==> src/rtl/dma_hswap_pkg.sv <==
package dma_hswap_pkg;

    typedef enum logic {
        ST_IDLE = 1'b0,
        ST_RUN  = 1'b1
    } xfer_st_e;

endpackage

==> src/rtl/dma_hswap_setup.sv <==
// Forms the starting address and effective length of a transfer.
module dma_hswap_setup #(
    parameter int AW = 32,
    parameter int LW = 16
) (
    input  logic [AW-1:0] part_addr,
    input  logic [AW-1:0] base,
    input  logic [LW-1:0] len_in,
    input  logic          swap_mode,
    output logic [AW-1:0] start_addr,
    output logic [LW-1:0] eff_len
);
    always_comb begin
        start_addr = part_addr | base;
        eff_len    = len_in;
        if (swap_mode) begin
            start_addr[0] = 1'b0;
            eff_len[0]    = 1'b0;
        end
    end
endmodule

==> src/rtl/dma_hswap_lanes.sv <==
// Optional exchange of the two bytes inside each halfword of a data word.
module dma_hswap_lanes #(
    parameter int DW = 32
) (
    input  logic          swap_en,
    input  logic [DW-1:0] din,
    output logic [DW-1:0] dout
);
    localparam int NH = DW / 16;

    for (genvar h = 0; h < NH; h++) begin : g_half
        assign dout[16*h +: 8]     = swap_en ? din[16*h + 8 +: 8] : din[16*h +: 8];
        assign dout[16*h + 8 +: 8] = swap_en ? din[16*h +: 8]     : din[16*h + 8 +: 8];
    end
endmodule

==> src/rtl/dma_hswap_beat.sv <==
// Sizes one memory beat: byte count, byte enables and end markers.
module dma_hswap_beat #(
    parameter int LW   = 16,
    parameter int NB   = 4,
    parameter int OFFW = 2,
    parameter int CW   = 7,
    parameter int NW   = OFFW + 1
) (
    input  logic [OFFW-1:0] off,
    input  logic [LW-1:0]   rem,
    input  logic [CW-1:0]   chunk_left,
    input  logic            chunked,
    output logic [NW-1:0]   nbytes,
    output logic [NB-1:0]   be,
    output logic            ends_xfer,
    output logic            ends_chunk
);
    logic [NW-1:0] room;

    always_comb begin
        room   = NW'(NB) - {1'b0, off};
        nbytes = room;
        if (int'(rem) < int'(nbytes)) begin
            nbytes = NW'(rem);
        end
        if (chunked && (int'(chunk_left) < int'(nbytes))) begin
            nbytes = NW'(chunk_left);
        end
        ends_xfer  = (int'(rem) == int'(nbytes));
        ends_chunk = chunked && (int'(chunk_left) == int'(nbytes));
    end

    for (genvar i = 0; i < NB; i++) begin : g_be
        assign be[i] = (int'(off) <= i) && (i < int'(off) + int'(nbytes));
    end
endmodule

==> src/rtl/dma_hswap_xfer.sv <==
// Transfer sequencer: accepts requests, walks beats, returns read data.
module dma_hswap_xfer
    import dma_hswap_pkg::*;
#(
    parameter int AW          = 32,
    parameter int LW          = 16,
    parameter int DW          = 32,
    parameter int CHUNK_BYTES = 64
) (
    input  logic            clk,
    input  logic            rst_n,
    input  logic [AW-1:0]   hi_base,
    input  logic            req_valid,
    input  logic [AW-1:0]   req_addr,
    input  logic [LW-1:0]   req_len,
    input  logic            req_swap,
    input  logic            req_to_mem,
    output logic            busy,
    output logic            done,
    output logic            mem_req,
    output logic            mem_we,
    output logic [AW-1:0]   mem_addr,
    output logic [DW/8-1:0] mem_be,
    output logic            mem_last,
    output logic [DW-1:0]   mem_wdata,
    input  logic            mem_ready,
    input  logic [DW-1:0]   mem_rdata,
    input  logic [DW-1:0]   pw_data,
    output logic            pw_take,
    output logic            rd_valid,
    output logic [DW-1:0]   rd_data,
    output logic [DW/8-1:0] rd_be
);
    localparam int NB   = DW / 8;
    localparam int OFFW = $clog2(NB);
    localparam int NW   = OFFW + 1;
    localparam int CW   = $clog2(CHUNK_BYTES + 1);
    localparam logic [CW-1:0] CHUNK_INIT = CW'(CHUNK_BYTES);

    typedef struct packed {
        xfer_st_e       st;
        logic [AW-1:0]  addr;
        logic [LW-1:0]  rem;
        logic [CW-1:0]  chunk;
        logic           swap;
        logic           we;
        logic           done;
        logic           rd_valid;
        logic [DW-1:0]  rd_data;
        logic [NB-1:0]  rd_be;
    } xfer_state_t;

    xfer_state_t q, d;

    logic [AW-1:0] start_addr;
    logic [LW-1:0] eff_len;
    logic [NW-1:0] nbytes;
    logic [NB-1:0] be;
    logic          ends_xfer;
    logic          ends_chunk;
    logic          chunked;
    logic [DW-1:0] rd_swapped;
    logic [DW-1:0] lane_mask;

    assign chunked = q.swap && q.we;

    dma_hswap_setup #(.AW(AW), .LW(LW)) u_setup (
        .part_addr  (req_addr),
        .base       (hi_base),
        .len_in     (req_len),
        .swap_mode  (req_swap),
        .start_addr (start_addr),
        .eff_len    (eff_len)
    );

    dma_hswap_beat #(.LW(LW), .NB(NB), .OFFW(OFFW), .CW(CW), .NW(NW)) u_beat (
        .off        (q.addr[OFFW-1:0]),
        .rem        (q.rem),
        .chunk_left (q.chunk),
        .chunked    (chunked),
        .nbytes     (nbytes),
        .be         (be),
        .ends_xfer  (ends_xfer),
        .ends_chunk (ends_chunk)
    );

    dma_hswap_lanes #(.DW(DW)) u_wr_lanes (
        .swap_en (q.swap),
        .din     (pw_data),
        .dout    (mem_wdata)
    );

    dma_hswap_lanes #(.DW(DW)) u_rd_lanes (
        .swap_en (q.swap),
        .din     (mem_rdata),
        .dout    (rd_swapped)
    );

    for (genvar i = 0; i < NB; i++) begin : g_mask
        assign lane_mask[8*i +: 8] = {8{be[i]}};
    end

    always_comb begin
        d          = q;
        d.done     = 1'b0;
        d.rd_valid = 1'b0;
        if (q.st == ST_IDLE) begin
            if (req_valid) begin
                if (eff_len == '0) begin
                    d.done = 1'b1;
                end else begin
                    d.st    = ST_RUN;
                    d.addr  = start_addr;
                    d.rem   = eff_len;
                    d.chunk = CHUNK_INIT;
                    d.swap  = req_swap;
                    d.we    = req_to_mem;
                end
            end
        end else if (mem_ready) begin
            d.addr = q.addr + AW'(nbytes);
            d.rem  = q.rem - LW'(nbytes);
            if (chunked) begin
                d.chunk = ends_chunk ? CHUNK_INIT : (q.chunk - CW'(nbytes));
            end
            if (!q.we) begin
                d.rd_valid = 1'b1;
                d.rd_data  = rd_swapped & lane_mask;
                d.rd_be    = be;
            end
            if (ends_xfer) begin
                d.st   = ST_IDLE;
                d.done = 1'b1;
            end
        end
    end

    always_ff @(posedge clk or negedge rst_n) begin
        if (!rst_n) begin
            q <= '0;
        end else begin
            q <= d;
        end
    end

    assign busy     = (q.st == ST_RUN);
    assign done     = q.done;
    assign mem_req  = (q.st == ST_RUN);
    assign mem_we   = q.we;
    assign mem_addr = {q.addr[AW-1:OFFW], OFFW'(0)};
    assign mem_be   = be;
    assign mem_last = ends_xfer || ends_chunk;
    assign pw_take  = mem_req && q.we && mem_ready;
    assign rd_valid = q.rd_valid;
    assign rd_data  = q.rd_data;
    assign rd_be    = q.rd_be;

    // Swap-mode transfers stay halfword aligned on every beat.
    assert_even_beats_R3: assert property (@(posedge clk) disable iff (!rst_n)
        (mem_req && q.swap) |-> (!q.addr[0] && !q.rem[0]));

    // Chunk budget stays within 1..CHUNK_BYTES and bounds each beat.
    assert_chunk_cap_R5: assert property (@(posedge clk) disable iff (!rst_n)
        (mem_req && chunked) |-> ((q.chunk != '0) && (q.chunk <= CHUNK_INIT)
                                  && (int'(nbytes) <= int'(q.chunk))));

    // Every beat moves at least one byte.
    assert_be_nonzero_R6: assert property (@(posedge clk) disable iff (!rst_n)
        mem_req |-> (mem_be != '0));

    // Done only appears with the sequencer idle.
    assert_done_idle_R7: assert property (@(posedge clk) disable iff (!rst_n)
        done |-> !busy);

    // Busy only starts from a request seen in the previous cycle.
    assert_accept_idle_R8: assert property (@(posedge clk) disable iff (!rst_n)
        $rose(busy) |-> $past(req_valid));

    // Read data follows an accepted read beat.
    assert_rd_follows_R9: assert property (@(posedge clk) disable iff (!rst_n)
        rd_valid |-> $past(mem_req && mem_ready && !mem_we));

    // A stalled beat holds its request fields.
    assert_stall_hold_R10: assert property (@(posedge clk) disable iff (!rst_n)
        (mem_req && !mem_ready) |=> (mem_req && $stable(mem_addr) && $stable(mem_be)
                                     && $stable(mem_last) && $stable(mem_we)));
endmodule

==> config.mk <==
export PLATFORM = sky130hd
export DESIGN_NAME = dma_hswap_xfer
export DESIGN_NICKNAME = d
export VERILOG_FILES = /design/src/rtl/dma_hswap_pkg.sv /design/src/rtl/dma_hswap_setup.sv /design/src/rtl/dma_hswap_lanes.sv /design/src/rtl/dma_hswap_beat.sv /design/src/rtl/dma_hswap_xfer.sv
export SDC_FILE = /design/constraint.sdc
export NUM_CORES = 1
export LEC_CHECK = 0
export ABC_AREA = 1
export BUFFER_PORTS_ARGS = -buffer_cell sky130_fd_sc_hd__buf_2
export CAP_MARGIN = 20
export CORE_ASPECT_RATIO = 2
export CORE_MARGIN = 2
export CORE_UTILIZATION = 40
export CTS_CLUSTER_DIAMETER = 200
export CTS_CLUSTER_SIZE = 16
export DETAILED_ROUTE_END_ITERATION = 8
export GPL_ROUTABILITY_DRIVEN = 0
export PLACE_DENSITY = 0.65
export SETUP_SLACK_MARGIN = 0.1
export SYNTH_ARGS = -nofsm -noshare
export SYNTH_HDL_FRONTEND = slang
export SYNTH_SLANG_ARGS = --single-unit
==> constraint.sdc <==
create_clock -name clk -period 13 [get_ports clk]
set_input_delay 2.6 -clock clk [delete_from_list [all_inputs] [get_ports clk]]
set_output_delay 2.6 -clock clk [all_outputs]
set_load 0.005 [all_outputs]
==> metrics, run 1 <==
Worst-path clk slew 70 ps; leading cell type by number of instances after synthesis nand2_1; number of synthesized flops with an enable pin 0; Routed Antenna Nets 0; Sink Count 96; total grt overflow 0; post-cts gate resize count 0; Post-CTS Hold Fix Bufs 0; root buffer cell clkbuf_16; first-pass GRT wire length 35.1 mm; largest net degree at the start of global routing 83; core area 17,200 µm²; vias per inst 5.14; Clock power frac 17.1%; Final Cycle Share 51.9%; final WL 21.5 mm; TritonRoute pass-1 iters 4; nets 1,363; design area 8270 µm²; Peak supply drop 0.141 mV; number of synthesized register bits 96; leading cell types by count after synthesis 280 x nand2_1, 126 x inv_1, 111 x o21ai_0; net load switching power 694 µW; Synth warnings 0; Sequential Power Share 32.4%; buffer count from post-CTS setup fixing 0; drt wl/cell 15.2 µm; die area 18,600 µm²; Distinct cells, synth 44; GRT Overall Usage 23.3%; DRC 0; largest stage delay on the critical path 410 ps; PortBufs 258; DR iter-0 viols 256; Max clock buf depth 2; Chip Width 97.5 µm; Leak 0.00444 µW; row count 68; Die H 191 µm; Worst Path Required 10,400 ps; Worst EP arrival 4150 ps; antenna violations before repair 0; syn avg cell area 6.86 µm²; HP Class flop to flop; pwr/cell area 186 nW/µm²; FMAX 148 MHz; final hold viol count 0; Placed Instance Area 7990 µm²; Max-cap violations 0; TritonCTS clock tree done; # diodes 0; H-tree depth 3; Slowest-stage cell, CP dfrtp_1; Ports 261; Switching Fraction 45.2%; ys async rst share 100%; Max Slew Vio Count 0; Rel. slew slack 54.4%; area grow syn2layout 18.3%; share of the synthesized area in the top cell type 34.4%; Cells after Synth 1,019; Initial Util 40.7%; RSZ-0062 raised after global routing no; CTS buffer count 9; Comb pwr share 50.6%; Clock Skew 9.24 ps; worst slew pin tran 683 ps; crit path kind flop to output port; synth top area cells dfrtp_1 34%, nand2_1 15%, o21ai_0 7.9%; CP Capture Type output port; Final min period 6750 ps; Primary FF master, synth dfrtp_1; Internal 841 µW; CP dominant cell by count nand2_1; CP Launch Type flop; via count of the first global-routing pass 7,476; total power 1540 µW; outcome complete, no violations; final setup TNS 0 ps; worst-path maximum fanout 8; via count 7,261; clk_lat worst skew 350 ps; hpwl dp 16.9 mm; synthesized area 6990 µm²; final setup fails 0; sequential area share after synthesis 34.4%; area leader, netlist dfrtp_1; share of cells above drive strength 1 26.3%
-- state kept, by name, summed over array words and instances, names as in the netlist --
name,count
rd_valid,1
done,1
busy,1
q,26
mem_addr,30
rd_data,32
rd_be,4
mem_we,1
-- worst max-delay path: cells and delay by family (launching register included) --
family | cells | cell delay, ps
fa+ha+maj | 4 | 1150
buf+inv | 9 | 760
compound gates | 3 | 470
simple gates | 12 | 1010
flops | 1 | 410
-- routing by layer --
| layer | up-vias | wire length [µm] | GRT usage (%) |
|---|---|---|---|
| li1 | 3640 | - | - |
| met1 | 3313 | 8020 | 24.4 |
| met2 | 267 | 11500 | 45.0 |
| met3 | 41 | 1220 | 3.40 |
| met4 | 0 | 766 | 10.8 |
| met5 | - | 0 | 0 |
-- cell type report --
class,instances,area (µm²)
sequential,96,2400
multi-input combinational,694,3470
fill,1842,8920
clock buffer,12,256
timing repair buffer,267,1360
tap,210,263
inverter,130,488
clock inverter,4,27.5
-- final timing paths --
kind / from / cells after the start / to / slack [ps]
setup / recovery: q[64] / 28 / mem_be[0] / 6250
max in group asynchronous: rst_n / 2 / q[39] / 9580
min in group asynchronous: rst_n / 1 / rd_data[14] / 2260
hold / removal: rd_data[14] / 2 / rd_data[14] / 470
hold reg to reg: rd_data[14] / 2 / rd_data[14] / 470
setup reg to reg: q[64] / 34 / mem_addr[20] / 7840
-- stage by stage --
step / util, % / hold slack [ps] / cells / worst slack, ps
final: 48.1 / 474 / 1413 / 6250
after global routing: 48.1 / 496 / 1413 / 5760
after CTS: 48.1 / 480 / 1413 / 6210
after detailed placement: 46.5 / 461 / 1397 / 6590
after global placement: 46.5 / 460 / 1397 / 6710
after floorplan: - / 450 / 1020 / 7080
-- power groups by stage --
stage	combinational, µW	sequential (µW)	clock [µW]
after floorplan	617	475	0
after global placement	773	498	0
after detailed placement	785	501	0
after CTS	787	498	269
after global routing	899	513	279
final	776	497	262
-- cell families after synthesis --
kind of cell / synth area share, %
AND/OR/NAND/NOR: 29.7
XOR/XNOR: 0.626
AO/OA/AOI/OAI: 16.4
flip-flops: 34.4
adder cells (fa/ha/maj): 2.79
buffers and inverters: 16.1
other: 0.0536
-- layout by cell type, fill, tap and decap left out, drive strengths merged, types with 8 or more instances in the layout --
cell,netlist,routed
a21oi,27,27
buf,70,267
clkbuf,30,12
dfrtp,96,96
ha,14,14
inv,127,129
nand2,290,290
nand3,51,51
nand4,19,19
nor2,66,66
nor3,20,20
nor4,15,15
o211ai,8,8
o21ai,115,115
o22ai,15,15
or2,8,8
(Power assumes the default switching activity.)
==> run 2: changes to the inputs <==
- ABC_AREA: 1 -> 0
- PLACE_DENSITY: 0.65 -> 0.66
- clock period: 13 -> 6.8 ns (I/O delays scaled with it)
==> metrics, run 2 <==
TritonCTS clock tree done; first-pass GRT wire length 30.8 mm (-12%); Final min period 6210 ps; synth top area cells dfrtp_1 36%, buf_4 7.9%, mux2_2 5.4%; antenna violations before repair 1 (+1); PortBufs 258 (unchanged); number of synthesized register bits 96 (unchanged); Max clock buf depth 2 (unchanged); commonest non-fill, non-tap cells in the layout 257 x buf_2, 95 x dfrtp_1, 89 x nand2_1; nets 1,084 (-20%); Slowest-stage cell, CP nor3_4; max FFs per register 32 (unchanged); drt wl/cell 17.8 µm (+17%); Clock Skew 14.9 ps (+5.62 ps); final setup fails 0 (unchanged); total power 3120 µW (+100%); Placed Instance Area 7600 µm² (-4.8%); Fillers 1,599 (-13%); Final Cycle Share 91.3%; Synth warnings 0 (unchanged); worst slack, placed 778 ps (-5820 ps); Routed Antenna Nets 0 (unchanged); clk_lat worst skew 350 ps (about the same); worst-path maximum fanout 12 (+4); Post-CTS Hold Fix Bufs 0 (unchanged); CTS buffer count 9 (unchanged); CP Launch Type flop; vias per inst 5.55 (+8.0%); Chip Width 95.0 µm (-2.5%); CP Buf/Inv Count 7 (-2); CP delay by family, top adder cells; Die H 186 µm (-2.6%); DRC 0 (unchanged); Peak supply drop 0.150 mV (+6.5%); final WL 20.1 mm (-6.4%); Distinct cells, synth 72 (+64%); pwr/cell area 394 nW/µm² (+110%); worst slew pin tran 910 ps (+227 ps); CP Capture Type output port; final setup TNS 0 ps (unchanged); sequential area share after synthesis 36.3% (+1.9 points); Worst Path Required 5440 ps (-4960 ps); final hold viol count 0 (unchanged); die area 17,700 µm² (-5.1%); crit path kind flop to output port; cells along the critical path inv_1, ha_1, inv_1, ha_1, nor4_1, nand4_2, nor3_4, o21ai_0, o21ai_1, ha_1, inv_1, fa_1, inv_1, nand2b_1, o31ai_2, buf_4, a21o_1, inv_1, buf_2; row count 66 (-2.9%); Rel. slew slack 39.1% (-15 points); TritonRoute pass-1 iters 4 (unchanged); root buffer cell clkbuf_16; Worst EP arrival 4850 ps (+700 ps); synthesized area 6630 µm² (-5.2%); outcome complete, no violations; GRT Overall Usage 22.7% (-0.66 points); DR iter-0 viols 239 (-6.6%); Primary FF master, synth dfrtp_1; leading cell type by number of instances after synthesis dfrtp_1; total grt overflow 0 (unchanged); CP dominant cell by count inv_1; number of synthesized flops with an enable pin 0 (unchanged); area grow syn2layout 19.2%; leading cell types by count after synthesis 96 x dfrtp_1, 89 x nand2_1, 70 x buf_4; via count 6,265 (-14%); Sink Count 96 (unchanged); Cells after Synth 743 (-27%); ys async rst share 100% (unchanged); Worst-path clk slew 80 ps (about the same); Ports 261 (unchanged); FMAX 161 MHz; commonest non-fill, non-tap cell in the layout buf_2; area leader, netlist dfrtp_1; largest net degree at the start of global routing 74 (-11%); hpwl dp 15.8 mm (-6.4%); share of the synthesized area in the top cell type 36.3% (+1.9 points); share of cells above drive strength 1 35.9% (+9.7 points); Util after Layout 48.6% (+0.45 points); largest stage delay on the critical path 460 ps (+50 ps); core area 16,300 µm² (-5.3%); Max-cap violations 0 (unchanged); Max Slew Vio Count 0 (unchanged); RSZ-0062 raised after global routing no; design area 7900 µm² (-4.5%); HP Class flop to flop; syn avg cell area 8.92 µm² (+30%); Initial Util 40.7% (+0.051 points); H-tree depth 3 (unchanged); Leak 0.00377 µW (-15%); via count of the first global-routing pass 6,058 (-19%); setup ws final 589 ps (-5660 ps)
## run 2: cell types whose count changed in the layout (fill, tap and decap cells not counted), moves of 12 or more
cell	delta
o21ai_0	-71
mux2_2	+32
o22ai_1	-12
and3_1	+12
mux2i_1	+33
o31ai_1	+33
nor2_1	-21
nand2_1	-191
nand3_1	-29
nand4_1	-12
inv_1	-95
## run 2: where the power goes
| part | internal, µW | switching, µW | total [µW] | leakage (µW) |
|---|---|---|---|---|
| clock network | 260 | 247 | 507 | 0.000146 |
| registers | 796 | 221 | 1020 | 0.00119 |
| logic | 696 | 896 | 1590 | 0.00243 |
| total | 1750 | 1360 | 3120 | 0.00377 |
## run 2: worst paths after layout
check,startpoint,endpoint,slack [ps],cells past startpoint
setup / recovery,q[64],mem_be[2],590,19
hold / removal,rd_data[28],rd_data[28],480,2
setup reg to reg,q[64],mem_addr[30],1920,20
hold reg to reg,rd_data[28],rd_data[28],480,2
max in group asynchronous,rst_n,q[39],4640,2
min in group asynchronous,rst_n,mem_addr[18],1000,1
## run 2: what timing repair did
| item | 4_1_cts | 5_1_grt |
|---|---|---|
| gates resized for setup | 0 | 1 |
| endpoints found under the setup margin | 0 | 3 |
| setup buffers | 0 | 0 |
## run 2: cell type report
class / count / area, µm² / area share, %
Tap cell: 204 / 255 / 3.23
Clock inverter: 7 / 71.3 / 0.903
Multi-Input combinational cell: 512 / 3450 / 43.7
Clock buffer: 9 / 225 / 2.85
Inverter: 31 / 116 / 1.47
Antenna cell: 1 / 2.50 / 0.0317
Timing Repair Buffer: 269 / 1380 / 17.4
Sequential cell: 96 / 2400 / 30.4
## run 2: kinds of logic after synthesis
logic type / count (synthesis) / share of synthesized area (%)
compound gates: 186 / 19.8
fa+ha+maj: 17 / 3.25
other cells: 1 / 0.0566
simple gates: 236 / 17.7
xor+xnor: 6 / 0.793
buf+inv: 136 / 11.8
flops: 96 / 36.3
mux: 65 / 10.4
## run 2: stage by stage
stage	cells	hold slack, ps
2_1_floorplan	744	431
3_3_place_gp	1112	448
3_5_place_dp	1112	461
4_1_cts	1128	477
5_1_grt	1129	499
6_report	1129	478
## run 2: metal layers
| layer | vias up | track usage [%] | share of wire [%] |
|---|---|---|---|
| met5 | - | 0 | 0 |
| met4 | 0 | 12.4 | 4.7 |
| met3 | 53 | 3.60 | 6.5 |
| met2 | 275 | 42.5 | 54 |
| met1 | 2933 | 23.2 | 35 |
| li1 | 3004 | - | - |
## run 2: worst min-delay path, stage by stage, from the launching register on
cell and delay, ps:
dfrtp_1 340, nand2_1 50, o31ai_1 50
==> run 3: changes to the inputs <==
- ABC_AREA: 0 -> 1
- PLACE_DENSITY: 0.66 -> 0.65
==> metrics, run 3 (synthesized netlist as in run 1, its figures left out) <==
outcome complete, no violations; TritonCTS clock tree done; design area 8260 µm² (+4.6%); Worst R2R Setup Slack 1730 ps (-190 ps); final setup TNS 0 ps (unchanged); # diodes 0 (-1); worst slew pin tran 658 ps (-252 ps); via count of the first global-routing pass 7,285 (+20%); nets 1,363 (+26%); share of cells above drive strength 1 26.2% (-9.7 points); Reg2Reg Capture Point mem_addr[20]; row count 68 (+3.0%); PortBufs 258 (unchanged); CP dominant cell by count inv_1; H-tree depth 3 (unchanged); placed insts 1,397 (+26%); DR iter-0 viols 296 (+24%); Sequential Power Share 32.6% (about the same); largest net degree at the start of global routing 83 (+12%); setup ws final 1250 ps (+662 ps); Worst Path Required 5440 ps (about the same); final WL 21.7 mm (+8.0%); Worst-path clk slew 70 ps (about the same); Final min period 5550 ps (-662 ps); first-pass GRT wire length 35.4 mm (+15%); hpwl dp 16.9 mm (+7.1%); CP Launch Type flop; clk_lat worst skew 350 ps (about the same); Slowest-stage cell, CP dfrtp_1; post-route insts no fill 1,413 (+25%); Placed Instance Area 7990 µm² (+5.1%); Leak 0.00443 µW (+18%); Clock Skew 7.94 ps (-6.91 ps); Initial Util 40.7% (-0.051 points); post-cts gate resize count 0 (unchanged); Clock power frac 16.7% (+0.4 points); worst-path maximum fanout 8 (-4); Sequential Area 2400 µm² (unchanged); final setup fails 0 (unchanged); FMAX 180 MHz (+12%); HP Class flop to flop; die area 18,600 µm² (+5.3%); commonest non-fill, non-tap cell in the layout nand2_1; vias per inst 5.13 (-7.6%); Setup crit start q[64]; Critical Path Stages 26 (+7); Switching Fraction 45.4% (+1.6 points); max FFs per register 32 (unchanged); CTS buffer count 9 (unchanged); commonest non-fill, non-tap cells in the layout 280 x nand2_1, 257 x buf_2, 126 x inv_1; Ports 261 (unchanged); Routed Antenna Nets 0 (unchanged); Die H 191 µm (+2.7%); total grt overflow 0 (unchanged); Worst EP arrival 4190 ps (-660 ps); r2r startpoint q[64]; TritonRoute pass-1 iters 6 (+2); antenna violations before repair 0 (-1); area occupied by multi-input gates 3470 µm² (+0.58%); Internal 1600 µW (-8.7%); Max-cap violations 0 (unchanged); Fillers 1,867 (+17%); CP Buf/Inv Count 8 (+1); GRT Overall Usage 23.7% (+0.99 points); CP delay by family, top simple AND/OR/NAND/NOR gates; Rel. slew slack 56.1% (+17 points); root buffer cell clkbuf_16; R2R depth 32 (+60%); net load switching power 1330 µW (-2.6%); drt wl/cell 15.4 µm (-14%); Peak supply drop 0.268 mV (+78%); crit path kind flop to output port; final hold viol count 0 (unchanged); Util after Layout 48.1% (-0.49 points); Critical path destination mem_be[0]; RSZ-0062 raised after global routing no; Sink Count 96 (unchanged); pwr/cell area 354 nW/µm² (-10%); Max clock buf depth 2 (unchanged); DRC 0 (unchanged); Chip Width 97.5 µm (+2.6%); CP Capture Type output port; Post-CTS Hold Fix Bufs 0 (unchanged); worst slack, placed 1610 ps (+832 ps); buffer count from post-CTS setup fixing 0 (unchanged); Final Cycle Share 81.6% (-9.7 points); largest stage delay on the critical path 410 ps (-50 ps); Comb pwr share 50.7% (-0.4 points); Max Slew Vio Count 0 (unchanged); core area 17,200 µm² (+5.6%); area grow syn2layout 18.2%; via count 7,244 (+16%)
run 3: how the worst min path moves through the flow:
| stage | from | to | depth (start not counted) |
|---|---|---|---|
| floorplan | rd_data[0] | rd_data[0] | 2 |
| finish | rd_data[16] | rd_data[16] | 2 |
| global placement | rd_data[9] | rd_data[9] | 2 |
| CTS | rd_data[16] | rd_data[16] | 2 |
| detailed placement | rd_data[14] | rd_data[14] | 2 |
| global route | rd_data[8] | rd_data[8] | 2 |
run 3: worst register-to-register path, delay by kind of cell, from the launching register on:
kind,cells,cell delay (ps)
flops,1,410
simple gates,17,2180
buf+inv,7,640
compound gates,3,510
xor+xnor,1,150
fa+ha+maj,4,1050
run 3: metrics by stage:
stage               power [µW]  hold slack (ps)
detailed placement        2460              461
floorplan                 2090              450
CTS                       2960              478
finish                    2930              472
global route              3230              508
global placement          2430              459
run 3: per-layer routing:
metal / track usage (%) / vias to the layer above / part of all wire [%]
li1: - / 3631 / -
met1: 24.8 / 3301 / 37
met2: 46.3 / 281 / 54
met3: 4.20 / 31 / 7.0
met4: 8.33 / 0 / 2.3
met5: 0 / - / 0
run 3: area by class of cell:
class                           count  share of cell area (%)
Timing Repair Buffer              267                    16.5
Sequential cell                    96                    29.1
Inverter                          130                    5.91
Multi-Input combinational cell    694                    42.0
Clock buffer                       12                    2.98
Tap cell                          210                    3.18
Clock inverter                      4                   0.363
run 3: power by group through the flow:
| stage | registers [µW] | logic, µW | clock network (µW) |
|---|---|---|---|
| CTS | 953 | 1500 | 506 |
| finish | 953 | 1490 | 489 |
| global placement | 954 | 1470 | 0 |
| detailed placement | 959 | 1500 | 0 |
| floorplan | 908 | 1180 | 0 |
| global route | 985 | 1720 | 525 |
